==> config.mk <==
export PLATFORM = sky130hd
export DESIGN_NAME = capfe_top
export DESIGN_NICKNAME = d
export VERILOG_FILES = /design/src/rtl/capfe_pkg.sv /design/src/rtl/capfe_sync.sv /design/src/rtl/capfe_tick_gen.sv /design/src/rtl/capfe_glitch_filter.sv /design/src/rtl/capfe_edge_det.sv /design/src/rtl/capfe_top.sv
export SDC_FILE = /design/constraint.sdc
export NUM_CORES = 1
export LEC_CHECK = 0
export ABC_AREA = 1
export BUFFER_PORTS_ARGS = -buffer_cell sky130_fd_sc_hd__buf_2
export CAP_MARGIN = 20
export CELL_PAD_IN_SITES_DETAIL_PLACEMENT = 1
export CELL_PAD_IN_SITES_GLOBAL_PLACEMENT = 1
export CORE_MARGIN = 2
export CORE_UTILIZATION = 35
export DETAILED_ROUTE_END_ITERATION = 8
export PLACE_DENSITY_LB_ADDON = 0.1
export RECOVER_POWER = 50
export SLEW_MARGIN = 15
export SYNTH_ARGS = -nofsm -noshare
export SYNTH_HDL_FRONTEND = slang
export SYNTH_SLANG_ARGS = --single-unit
export TNS_END_PERCENT = 30
==> constraint.sdc <==
create_clock -name clk -period 1.8 [get_ports clk]
set_input_delay 0.27 -clock clk [delete_from_list [all_inputs] [get_ports clk]]
set_output_delay 0.27 -clock clk [all_outputs]
set_load 0.02 [all_outputs]
==> src/rtl/capfe_pkg.sv <==
// Package: shared encodings and the sample-rate table for the capture front end.
// Assumes: the rate table is small and fixed; callers pass 3-bit codes.
package capfe_pkg;

    // Source choice per channel; the two reserved codes feed a constant low.
    typedef enum logic [1:0] {
        SRC_PIN   = 2'b00,
        SRC_RSV_A = 2'b01,
        SRC_ALT   = 2'b10,
        SRC_RSV_B = 2'b11
    } src_e;

    // Edge qualification per channel; both upper codes mean any edge.
    typedef enum logic [1:0] {
        EDGE_RISE  = 2'b00,
        EDGE_FALL  = 2'b01,
        EDGE_BOTH0 = 2'b10,
        EDGE_BOTH1 = 2'b11
    } edge_e;

    localparam int RATE_W  = 3;
    localparam int RATIO_W = 7;

    // Clock divide ratio for a filter sample-rate code.
    function automatic logic [RATIO_W-1:0] rate_ratio(input logic [RATE_W-1:0] code);
        logic [RATIO_W-1:0] r;
        case (code)
            3'd0:    r = 7'd1;
            3'd1:    r = 7'd2;
            3'd2:    r = 7'd4;
            3'd3:    r = 7'd16;
            3'd4:    r = 7'd32;
            default: r = 7'd64;
        endcase
        return r;
    endfunction

endpackage

==> src/rtl/capfe_sync.sv <==
// Module: two-flop synchronizer for a vector of asynchronous inputs.
// Assumes: each bit is independent; no multi-bit coherency is needed.
module capfe_sync #(
    parameter int W = 6
) (
    input  logic         clk,
    input  logic         rst_n,
    input  logic [W-1:0] d_async,
    output logic [W-1:0] d_sync
);
    logic [W-1:0] stage1;

    // Two register stages to settle metastability.
    always_ff @(posedge clk) begin
        if (!rst_n) begin
            stage1 <= '0;
            d_sync <= '0;
        end else begin
            stage1 <= d_async;
            d_sync <= stage1;
        end
    end
endmodule

==> src/rtl/capfe_tick_gen.sv <==
// Module: produces the shared glitch-filter sample strobe from a rate code.
// Assumes: the rate code is static during use; if it shrinks mid-count the
// counter wraps at the next cycle because of the >= compare.
module capfe_tick_gen
    import capfe_pkg::*;
(
    input  logic              clk,
    input  logic              rst_n,
    input  logic [RATE_W-1:0] rate,
    output logic              tick
);
    localparam int CNT_W = RATIO_W - 1;

    logic [CNT_W-1:0]   cnt;
    logic [RATIO_W-1:0] limit;

    // Terminal count is ratio minus one; ratio 1 gives a strobe every cycle.
    always_comb begin
        limit = rate_ratio(rate) - 7'd1;
        tick  = ({1'b0, cnt} >= limit);
    end

    // Free-running divider counter, restarted at each strobe.
    always_ff @(posedge clk) begin
        if (!rst_n)    cnt <= '0;
        else if (tick) cnt <= '0;
        else           cnt <= cnt + 1'b1;
    end
endmodule

==> src/rtl/capfe_glitch_filter.sv <==
// Module: single-bit three-sample majority-free glitch filter with bypass.
// Assumes: tick is a one-cycle strobe; in bypass the output tracks din with
// one register of delay.
module capfe_glitch_filter (
    input  logic clk,
    input  logic rst_n,
    input  logic tick,
    input  logic bypass,
    input  logic din,
    output logic level
);
    logic [1:0] hist;   // hist[0] previous sample, hist[1] the one before

    // Sample history shifted on every strobe.
    always_ff @(posedge clk) begin
        if (!rst_n)    hist <= '0;
        else if (tick) hist <= {hist[0], din};
    end

    // Accept a new value after three equal samples, or follow din in bypass.
    always_ff @(posedge clk) begin
        if (!rst_n)
            level <= 1'b0;
        else if (bypass)
            level <= din;
        else if (tick && (din == hist[0]) && (din == hist[1]))
            level <= din;
    end
endmodule

==> src/rtl/capfe_edge_det.sv <==
// Module: qualifies transitions of a clean level and emits a one-cycle strobe.
// Assumes: level is a registered signal, so prev lags it by exactly one cycle.
module capfe_edge_det
    import capfe_pkg::*;
(
    input  logic       clk,
    input  logic       rst_n,
    input  logic       level,
    input  logic       enable,
    input  logic [1:0] mode,
    output logic       evt
);
    logic prev;
    logic rise;
    logic fall;

    // Track the level one cycle back.
    always_ff @(posedge clk) begin
        if (!rst_n) prev <= 1'b0;
        else        prev <= level;
    end

    // Pick the qualifying transition for the configured mode.
    always_comb begin
        rise = level & ~prev;
        fall = ~level & prev;
        case (edge_e'(mode))
            EDGE_RISE: evt = enable & rise;
            EDGE_FALL: evt = enable & fall;
            default:   evt = enable & (rise | fall);
        endcase
    end
endmodule

==> src/rtl/capfe_top.sv <==
// Module: capture input front end. Synchronizes the pin and alternate inputs,
// picks a source per channel, gates it with the channel enable, filters it and
// emits edge events and clean levels.
// Assumes: configuration is quasi-static; rst_n is synchronous and active low.
module capfe_top
    import capfe_pkg::*;
#(
    parameter int NCH = 3
) (
    input  logic              clk,
    input  logic              rst_n,
    input  logic [NCH-1:0]    pin_in,
    input  logic [NCH-1:0]    alt_in,
    input  logic [2*NCH-1:0]  src_sel,
    input  logic [NCH-1:0]    ch_en,
    input  logic [RATE_W-1:0] flt_rate,
    input  logic              flt_bypass,
    input  logic [2*NCH-1:0]  edge_mode,
    output logic [NCH-1:0]    cap_evt,
    output logic [NCH-1:0]    cap_level
);
    localparam int SYNC_W = 2 * NCH;

    logic [SYNC_W-1:0] raw_sync;
    logic [NCH-1:0]    pin_s;
    logic [NCH-1:0]    alt_s;
    logic [NCH-1:0]    chan_sel;
    logic [NCH-1:0]    chan_gated;
    logic              sample_tick;

    capfe_sync #(.W(SYNC_W)) u_sync (
        .clk     (clk),
        .rst_n   (rst_n),
        .d_async ({alt_in, pin_in}),
        .d_sync  (raw_sync)
    );

    assign pin_s = raw_sync[NCH-1:0];
    assign alt_s = raw_sync[SYNC_W-1:NCH];

    capfe_tick_gen u_tick (
        .clk   (clk),
        .rst_n (rst_n),
        .rate  (flt_rate),
        .tick  (sample_tick)
    );

    for (genvar i = 0; i < NCH; i++) begin : g_ch
        // Source mux with reserved codes tied low, then enable gating.
        always_comb begin
            case (src_e'(src_sel[2*i +: 2]))
                SRC_PIN: chan_sel[i] = pin_s[i];
                SRC_ALT: chan_sel[i] = alt_s[i];
                default: chan_sel[i] = 1'b0;
            endcase
            chan_gated[i] = chan_sel[i] & ch_en[i];
        end

        capfe_glitch_filter u_filt (
            .clk    (clk),
            .rst_n  (rst_n),
            .tick   (sample_tick),
            .bypass (flt_bypass),
            .din    (chan_gated[i]),
            .level  (cap_level[i])
        );

        capfe_edge_det u_edge (
            .clk    (clk),
            .rst_n  (rst_n),
            .level  (cap_level[i]),
            .enable (ch_en[i]),
            .mode   (edge_mode[2*i +: 2]),
            .evt    (cap_evt[i])
        );
    end
endmodule

# Word level (Yosys, flattened, before mapping)
# Index checks and enable logic that the tools add are counted.
dict set report totals {
  reg_bits 30
  latch_bits 0
  ramBits 0
  romBits 0
  input_bits 27
  output_inout_bits 6
  elab_cells 89
  n_memories 0
}
dict set report classes {
  n_addsub 2
  mul 0
  div_mod_pow 0
  n_lt_le_gt_ge 1
  n_eq_ne 16
  shift 0
  muxes 13
  bitwise 28
  n_reduce_logical 17
}
# op count
set ops {}
lappend ops {{case mux 7 bit (5 select lines)} 1}
lappend ops {{AND 1 bit} 18}
lappend ops {{logical NOT 2 bit} 6}
lappend ops {{case mux 1 bit (2 select lines)} 6}
lappend ops {{>= comparator 6 x 7 -> 1 bit} 1}
lappend ops {{inverter 1 bit} 7}
lappend ops {{subtractor 7 x 1 -> 7 bit (second input constant)} 1}
lappend ops {{adder 6 x 1 -> 6 bit (second input constant)} 1}
lappend ops {{equality test 1 bit} 6}
lappend ops {{equality test 2 x 1 -> 1 bit (second input constant)} 3}
lappend ops {{equality test 2 bit (second input constant)} 3}
lappend ops {{equality test 3 x 2 -> 1 bit (second input constant)} 2}
lappend ops {{logical AND 1 bit} 6}
lappend ops {{two-way mux 1 bit} 6}
lappend ops {{nonzero test 2 bit} 3}
lappend ops {{equality test 3 x 1 -> 1 bit (second input constant)} 1}
lappend ops {{equality test 3 bit (second input constant)} 1}
lappend ops {{logical NOT 3 bit} 1}
lappend ops {{bitwise OR 1 bit} 3}
lappend ops {{OR reduction 2 bit} 1}

# Depth between registers and ports, before layout
# Gate-level depths: netlist of the first run.
dict set report depth {
  word_depth 8
  ltp_mapped 16
  ltp_nobuf 16
}

# Modules after synthesis
# From an unflattened synthesis of the first run, not the netlist that was laid out.
dict set report unflattened {
  hier_cells 219
  area_unflattened_um2 1527.7
}
# mod n_inst cells_each area_per_inst_um2 seq_area_each_um2
set by_module_without_submodules {}
lappend by_module_without_submodules {capfe_tick_gen 1 55 412.9 120.1}
lappend by_module_without_submodules {capfe_glitch_filter 3 19 133.9 60.1}
lappend by_module_without_submodules {capfe_sync 1 37 341.6 240.2}
lappend by_module_without_submodules {capfe_edge_det 3 16 93.8 20.0}
lappend by_module_without_submodules {capfe_top 1 22 90.1 0.0}

# Least setup slack after synthesis of the first run
# Ideal clock, no wire load.
dict set report synth_timing {
  kind {input-to-reg}
  start {in flt_rate[1]}
  end {reg g_ch[0].u_filt.level}
  setup_ps 115
  arrival_time_ps 1673
  t_required_ps 1685
  setup_slack_ps 12
  cell_stages 13
  path_buffers 1
  cell_sequence {nor2_2 nand2_1 ha_1 xor2_1 ha_1 nand2_1 nand2_1 nand2_1 nand2_2 buf_6 nand2_2 a21boi_1 nor2_1}
}
dict set report synth_via {
  elab_chain_cells 7
  word_cells_on_any_way 11
  cone_classes {add/sub (1); order compare (1); eq/ne (4); mux (1); reduce/logical (4)}
}
# element line_no
set synth_rtl {}
lappend synth_rtl {{start: declaration} capfe_top.sv:16} ;# input logic [RATE_W-1:0] flt_rate,
lappend synth_rtl {{equality test 3 bit, or another cell as far along} capfe_pkg.sv:27} ;# case (code)
lappend synth_rtl {{case mux 7 bit (5 select lines) (*)} capfe_pkg.sv:27}
lappend synth_rtl {{subtractor 7 x 1 -> 7 bit (*)} capfe_tick_gen.sv:19} ;# limit = rate_ratio(rate) - 7'd1;
lappend synth_rtl {{>= comparator 6 x 7 -> 1 bit (*)} capfe_tick_gen.sv:20} ;# tick = ({1'b0, cnt} >= limit);
lappend synth_rtl {{logical AND 1 bit (*) (2 in a row)} capfe_glitch_filter.sv:26} ;# else if (tick && (din == hist[0]) && (din == hist[1]))
lappend synth_rtl {{nonzero test 2 bit (no source line) (*)} n/a}
lappend synth_rtl {{end signal: assignment} capfe_glitch_filter.sv:25} ;# level <= din;
lappend synth_rtl {{end signal: assignment} capfe_glitch_filter.sv:27} ;# level <= din;
lappend synth_rtl {{end: declaration} capfe_glitch_filter.sv:10} ;# output logic level
# Every way passes the cells marked *; elsewhere a longest branch is shown, timed or not.
# A chain may end at the register's enable or synchronous reset.

# Worst setup path after layout of the first run
dict set report layout_timing {
  start {reg g_ch[1].u_filt.level}
  end {out cap_evt[1]}
}
dict set report layout_via {
  elab_chain_cells 5
  word_cells_on_any_way 8
  cone_classes {mux (1); bitwise (7)}
}
# element line_no
set layout_rtl {}
lappend layout_rtl {{start: declaration} capfe_glitch_filter.sv:10}
lappend layout_rtl {{start signal: assignment} capfe_glitch_filter.sv:25}
lappend layout_rtl {{start signal: assignment} capfe_glitch_filter.sv:27}
lappend layout_rtl {{inverter 1 bit} capfe_edge_det.sv:26} ;# fall = ~level & prev;
lappend layout_rtl {{AND 1 bit} capfe_edge_det.sv:26}
lappend layout_rtl {{bitwise OR 1 bit} capfe_edge_det.sv:30} ;# default: evt = enable & (rise | fall);
lappend layout_rtl {{AND 1 bit} capfe_edge_det.sv:30}
lappend layout_rtl {{case mux 1 bit (2 select lines) (*)} capfe_edge_det.sv:27} ;# case (edge_e'(mode))
lappend layout_rtl {{end: declaration} capfe_top.sv:19} ;# output logic [NCH-1:0] cap_evt,
# Marks and branches as above.

==> out/results.tsv, run 1 <==
metric	value	unit
status	complete, no violations	
# Max-Cap Violations	0	
area grow syn2layout	23.05	%
min Tclk post-route	1.720	ns
drt wl/cell	9.967	microns
share of cells above drive strength 1	0.2795	
# rows	24	
Total GRT Usage	0.1368	
synthesized cell area	0.001569	sq mm
PD cells	761.3	mW/mm^2
worst-path maximum fanout	5	
slowest CP cell	dfxtp_4	
Worst setup EP type	output pin	
final wirelength	3050	microns
clock sinks	30	
Critical Path AT	1.45	ns
full die area	0.005035	sq mm
number of synthesized flops with an enable pin	0	
GP Congestion	0.7408	
Post-Place Cell Area	0.001775	sq mm
total grt overflow	0	
Gate Count Post-Synth	213	
DRT Pass-1 Iters	4	
final period utilization	0.9558	
worst path buffer plus inverter count	3	
Peak VDD IR	489.4	uV
Starting DRT DRC Count	32	
Syn. warnings	0	
initial antenna violation count	0	
hold crit path type	in -> reg	
CTS Hold Bufs	0	
Die X	70.96	microns
ant diodes	0	
DP HPWL	2437	microns
CTS tree	built	
CP startpoint kind	flip-flop	
CTS root buf	clkbuf_8	
Clock Latency Late Sink	0.27	ns
first-pass GRT wire length	5506	microns
drt drc	0	
asr flop ratio synth	0	
fmax	581.2	MHz
CTS clk-pin slew, worst paths	0.07	ns
Max Root-Sink Buffers	2	
Finished Cell Area	0.001931	sq mm
Pleak	0.001076	uW
Yosys reg bits	30	
Final Hold Viols	0	
Initial Util	0.3628	
Synth Area per Inst	7.366	sq um
I/O pins	33	
H-tree Lvls	2	
core area	0.004324	sq mm
crit-path cells	inv_1 > ha_1 > mux2_2 > o211ai_1 > inv_1 > buf_2	
die span in y	70.96	microns
Port Buffers	32	
Worst Max-Slew Pin Slew	0.4655	ns
RSZ-0062 raised after global routing	true	
Final Max Slew Viols	0	
worst hold slack	0.1724	ns
vias in the first global route	1330	
Max-slew headroom	0.6864	
CTS buffer count	5	
CP peak stage delay	0.37	ns
Vias	1370	
CP delay by family, top	flip-flops	
distinct cell type count after synthesis	23	
CP Data Required Time	1.53	ns
Synth Flop Type	dfxtp_1	
routed vias/inst	4.477	
Mapped Nets	254	
Total Nets Final	294	
remaining antenna violation count	0	
critical path type	reg -> out	
largest net degree at the start of global routing	14	
Top cell by count, worst path	inv_1	
total power draw	1470	uW
Fin Clk Skew	0.005549	ns
Seq/Total Area, Yosys	0.3828	
Final setup viols	0	
==> cells by family (layout without fill, tap and decap cells) <==
kind of cell             Yosys count  count (layout)  share of synthesized area
multiplexers                       3               3                    0.02153
flip-flops                        30              30                     0.3828
XOR/XNOR                           4               4                    0.02233
buffers and inverters             51              91                     0.1459
AO/OA/AOI/OAI                     23              23                    0.08612
adder cells (fa/ha/maj)           14              14                     0.1116
AND/OR/NAND/NOR                   88              89                     0.2297
==> through the flow <==
stage | TNS, ns | worst slack, ns | instances | util
after floorplan | 0 | 0.01179 | 213 | -
after detailed placement | -3.733 | -0.3130 | 295 | 0.4106
after global routing | -0.05525 | -0.02256 | 306 | 0.4465
final | 0 | 0.07953 | 306 | 0.4465
after CTS | 0 | 0.02086 | 303 | 0.4340
after global placement | -2.909 | -0.2414 | 295 | 0.4106
==> final cells by class <==
class | instances | area (sq um)
multi-input combinational | 133 | 780.7
sequential | 30 | 608.1
timing repair buffer | 41 | 224.0
fill | 566 | 2394
clock buffer | 6 | 82.58
inverter | 42 | 157.7
clock inverter | 2 | 12.51
tap | 52 | 65.06
==> flip-flops by register name, indices dropped and copies added (netlist names) <==
| register | count |
|---|---|
| g_ch.u_filt.hist | 6 |
| u_sync.d_sync | 6 |
| u_sync.stage1 | 6 |
| u_tick.cnt | 6 |
| g_ch.u_edge.prev | 3 |
| g_ch.u_filt.level | 3 |
==> synth_stat cells (2+ instances only) <==
cell type | number | share of area
o211ai_1 | 3 | 0.014
o21ai_0 | 9 | 0.029
dfxtp_1 | 30 | 0.38
buf_6 | 2 | 0.014
xnor2_1 | 2 | 0.011
inv_1 | 40 | 0.096
nand2_2 | 3 | 0.012
a21oi_1 | 6 | 0.019
inv_2 | 2 | 0.0048
or2_2 | 3 | 0.012
ha_1 | 14 | 0.11
nor2_1 | 28 | 0.067
nand3_1 | 8 | 0.026
buf_4 | 6 | 0.029
mux2_2 | 3 | 0.022
xor2_1 | 2 | 0.011
a211oi_1 | 3 | 0.014
nand2_1 | 44 | 0.11
==> cell usage in the layout, fill, tap and decap left out, types with 3 or more instances in the layout <==
master	synthesis	routed
nand2_2	3	6
ha_1	14	13
or2_2	3	3
nand2_1	44	41
mux2_2	3	3
o211ai_1	3	3
a21oi_1	6	6
a211oi_1	3	3
o21ai_0	9	7
inv_1	40	39
clkbuf_8	0	6
dfxtp_1	30	26
nor2_1	28	28
inv_2	2	3
buf_2	0	32
nand3_1	8	7
buf_4	6	8
dfxtp_2	0	3
==> worst paths after layout <==
| path | slack, ns | cells past startpoint | endpoint | startpoint |
|---|---|---|---|---|
| worst min register to register | 0.42 | 2 | u_sync.d_sync[5] | u_sync.stage1[5] |
| worst min-delay path | 0.17 | 3 | u_sync.stage1[2] | pin_in[2] |
| worst max-delay path | 0.08 | 6 | cap_evt[1] | g_ch[1].u_filt.level |
| worst max register to register | 0.17 | 12 | g_ch[1].u_filt.hist[0] | u_tick.cnt[0] |
==> power by group <==
part | switching (uW) | total [uW] | internal (uW) | leakage [uW]
Clock | 249 | 556 | 307 | 0.0000472
Combinational | 109 | 201 | 92.5 | 0.000781
Sequential | 19.0 | 712 | 693 | 0.000248
Total | 377 | 1470 | 1090 | 0.00108
==> layer usage <==
metal | vias to the layer above | routed length, microns | GRT usage
met2 | 20 | 1312 | 0.2160
li1 | 725 | - | -
met5 | - | 0 | 0
met1 | 621 | 1600 | 0.1829
met3 | 4 | 117 | 0.04416
met4 | 0 | 19 | 0.03145
==> repair_timing <==
| item | in CTS | in global routing |
|---|---|---|
| hold endpoints to repair | 0 | 0 |
| endpoints found under the setup margin | 4 | 16 |
| gates resized for setup | 3 | 12 |
| cloned | 0 | 1 |
| setup buffers | 0 | 2 |
| pin swaps | 0 | 3 |
==> worst register-to-register path: cells and delay by family, from the launching register on <==
family / cells / cell delay [ns]
AO/OA/AOI/OAI: 1 / 0.21
adder cells (fa/ha/maj): 1 / 0.28
buffers and inverters: 3 / 0.27
flip-flops: 1 / 0.35
AND/OR/NAND/NOR: 7 / 0.44
(Power assumes the default switching activity.)
==> run 2, diff against run 1 <==
==> constraint.sdc (replaced) <==
create_clock -name clk -period 1.5 [get_ports clk]
set_input_delay 0.225 -clock clk [delete_from_list [all_inputs] [get_ports clk]]
set_output_delay 0.225 -clock clk [all_outputs]
set_load 0.02 [all_outputs]
==> run 2 against run 1 <==
The run now ends with setup timing left. Combinational power up 66%. Cell area grew 15%. Sequential power rose by 20%. Flip-flop and latch count stayed put. Global-route usage rose by 1.7 points. Count of clock-buffer cells in the layout is the same. Via count is 4.3% higher. Hold slack worse by 0.050 ns. Clock skew down 0.0024 ns. Critical path type unchanged. Largest cell class unchanged.
==> out/results.tsv, run 2 (same netlist as run 1, synthesis figures left out) <==
metric	value	unit	change
Final setup viols	16		+16
RSZ-0062 raised after global routing	true		
Max Root-Sink Buffers	2		unchanged
part of the power in registers	0.458		-0.027
fmax	609.2	MHz	
Switch Pwr	501.4	uW	+33%
# Max-Cap Violations	0		unchanged
Final Hold Viols	0		unchanged
hold crit path type	in -> reg		
CTS root buf	clkbuf_8		
ant diodes	0		unchanged
vias in the first global route	1373		+3.2%
final period utilization	1.094		
highest-count cells in the layout ignoring fill and taps	35 x nand2_1, 32 x inv_1, 26 x nor2_1, 26 x buf_2, 23 x dfxtp_1		
PD cells	843.5	mW/mm^2	+11%
CP Data Required Time	1.27	ns	-0.26 ns
full die area	0.005035	sq mm	unchanged
drt drc	0		unchanged
internal power	1364	uW	+25%
core area	0.004324	sq mm	unchanged
Final Max Slew Viols	0		unchanged
combinational power share	0.179		+0.042
final worst slack	-0.1416	ns	-0.2211 ns
routed vias/inst	4.522		+1.0%
Peak VDD IR	523.0	uV	+6.9%
CP startpoint kind	flip-flop		
# rows	24		unchanged
Port Buffers	32		unchanged
FF-to-FF setup slack	-0.09	ns	-0.26 ns
CTS buffer count	5		unchanged
Fin Clk Skew	0.003123	ns	-0.002427 ns
critical path type	reg -> out		
setup TNS	-0.9569	ns	-0.9569 ns
status	complete, but fails checks		
clock network power share	0.363		-0.015
Vias	1429		+4.3%
final wirelength	3544	microns	+16%
Total GRT Usage	0.1536		+0.01683
I/O pins	33		unchanged
Worst setup EP type	output pin		
initial antenna violation count	0		unchanged
Total Nets Final	304		+3.4%
GP Congestion	0.6985		-5.7%
Starting DRT DRC Count	41		+28%
min Tclk post-route	1.642	ns	
DP HPWL	2530	microns	+3.8%
Pleak	0.001162	uW	+8.0%
area grow syn2layout	40.99	%	
Worst Max-Slew Pin Slew	0.7230	ns	+0.2576 ns
H-tree Lvls	2		unchanged
CTS clk-pin slew, worst paths	0.07	ns	about the same
Clock Latency Late Sink	0.28	ns	about the same
Max-slew headroom	0.5180		-0.1684
drt wl/cell	11.22	microns	+13%
failing checks	setup timing		
Post-Place Cell Area	0.001863	sq mm	+4.9%
Critical Path AT	1.42	ns	-0.03 ns
CTS tree	built		
DRT Pass-1 Iters	4		unchanged
Die X	70.96	microns	unchanged
remaining antenna violation count	0		unchanged
largest net degree at the start of global routing	14		unchanged
commonest non-fill, non-tap cell in the layout	nand2_1		
first-pass GRT wire length	6072	microns	+10%
die span in y	70.96	microns	unchanged
Switching Share	0.2687		+0.01203
clock sinks	30		unchanged
Finished Cell Area	0.002212	sq mm	+15%
share of cells above drive strength 1	0.4318		+0.1523
worst-path maximum fanout	3		-2
Initial Util	0.3628		unchanged
total grt overflow	0		unchanged
run 2: cell count changes in the layout (fill, tap and decap cells not counted), moves of 5 or more:
cell	change
buf_2	-6
buf_4	+9
ha_1	-8
ha_4	+5
inv_1	-7
nand2_1	-6
run 2: worst paths after layout:
| kind | endpoint | start | depth (start not counted) |
|---|---|---|---|
| worst min-delay path | u_sync.stage1[1] | pin_in[1] | 3 |
| worst min register to register | u_sync.d_sync[2] | u_sync.stage1[2] | 2 |
| worst max-delay path | cap_evt[1] | g_ch[1].u_filt.level | 6 |
| worst max register to register | g_ch[1].u_filt.hist[1] | u_tick.cnt[0] | 13 |
run 2: worst max-delay path: stages, from the launching register on:
cell,delay (ns)
dfxtp_4,0.36
inv_2,0.03
ha_2,0.15
mux2_4,0.25
o211ai_1,0.15
inv_1,0.07
buf_6,0.13
run 2: per-layer routing:
layer / global-route usage / share of wire / up-vias
met5: 0 / 0 / -
met4: 0.05031 / 0.014 / 0
met1: 0.1924 / 0.46 / 652
li1: - / - / 749
met2: 0.2586 / 0.49 / 23
met3: 0.03846 / 0.039 / 5
run 2: power by group through the flow:
stage          logic, uW  clock network, uW  registers [uW]
2_1_floorplan        170                  0             868
3_3_place_gp         259                  0             868
4_1_cts              300                704             854
5_1_grt              378                744             860
3_5_place_dp         268                  0             870
6_report             333                677             855
run 2: cell type report:
cell class / instances / area (sq um)
clock buffer: 6 / 82.58
inverter: 42 / 165.2
sequential: 30 / 616.8
tap: 52 / 65.06
clock inverter: 2 / 12.51
timing repair buffer: 51 / 340.3
multi-input combinational: 133 / 929.6
fill: 558 / 2112
run 2: stage by stage:
step	setup slack, ns	cells	util	power (uW)	hold slack [ns]
final	-0.1416	316	0.5116	1866	0.1226
after global routing	-0.2464	316	0.5116	1982	0.1156
after CTS	-0.1837	313	0.4806	1857	0.1137
after detailed placement	-0.4813	302	0.4308	1138	0.4054
after global placement	-0.4441	302	0.4308	1128	0.3937
after floorplan	-0.1712	213	-	1038	0.3226
run 2: repair_timing:
action | in CTS | in global routing
cloned | 1 | 0
buffers inserted | 2 | 3
resized for setup | 39 | 35
setup endpoints to repair | 18 | 18
hold endpoints to repair | 0 | 0
pin swaps | 17 | 12
hold buffers | 0 | 0
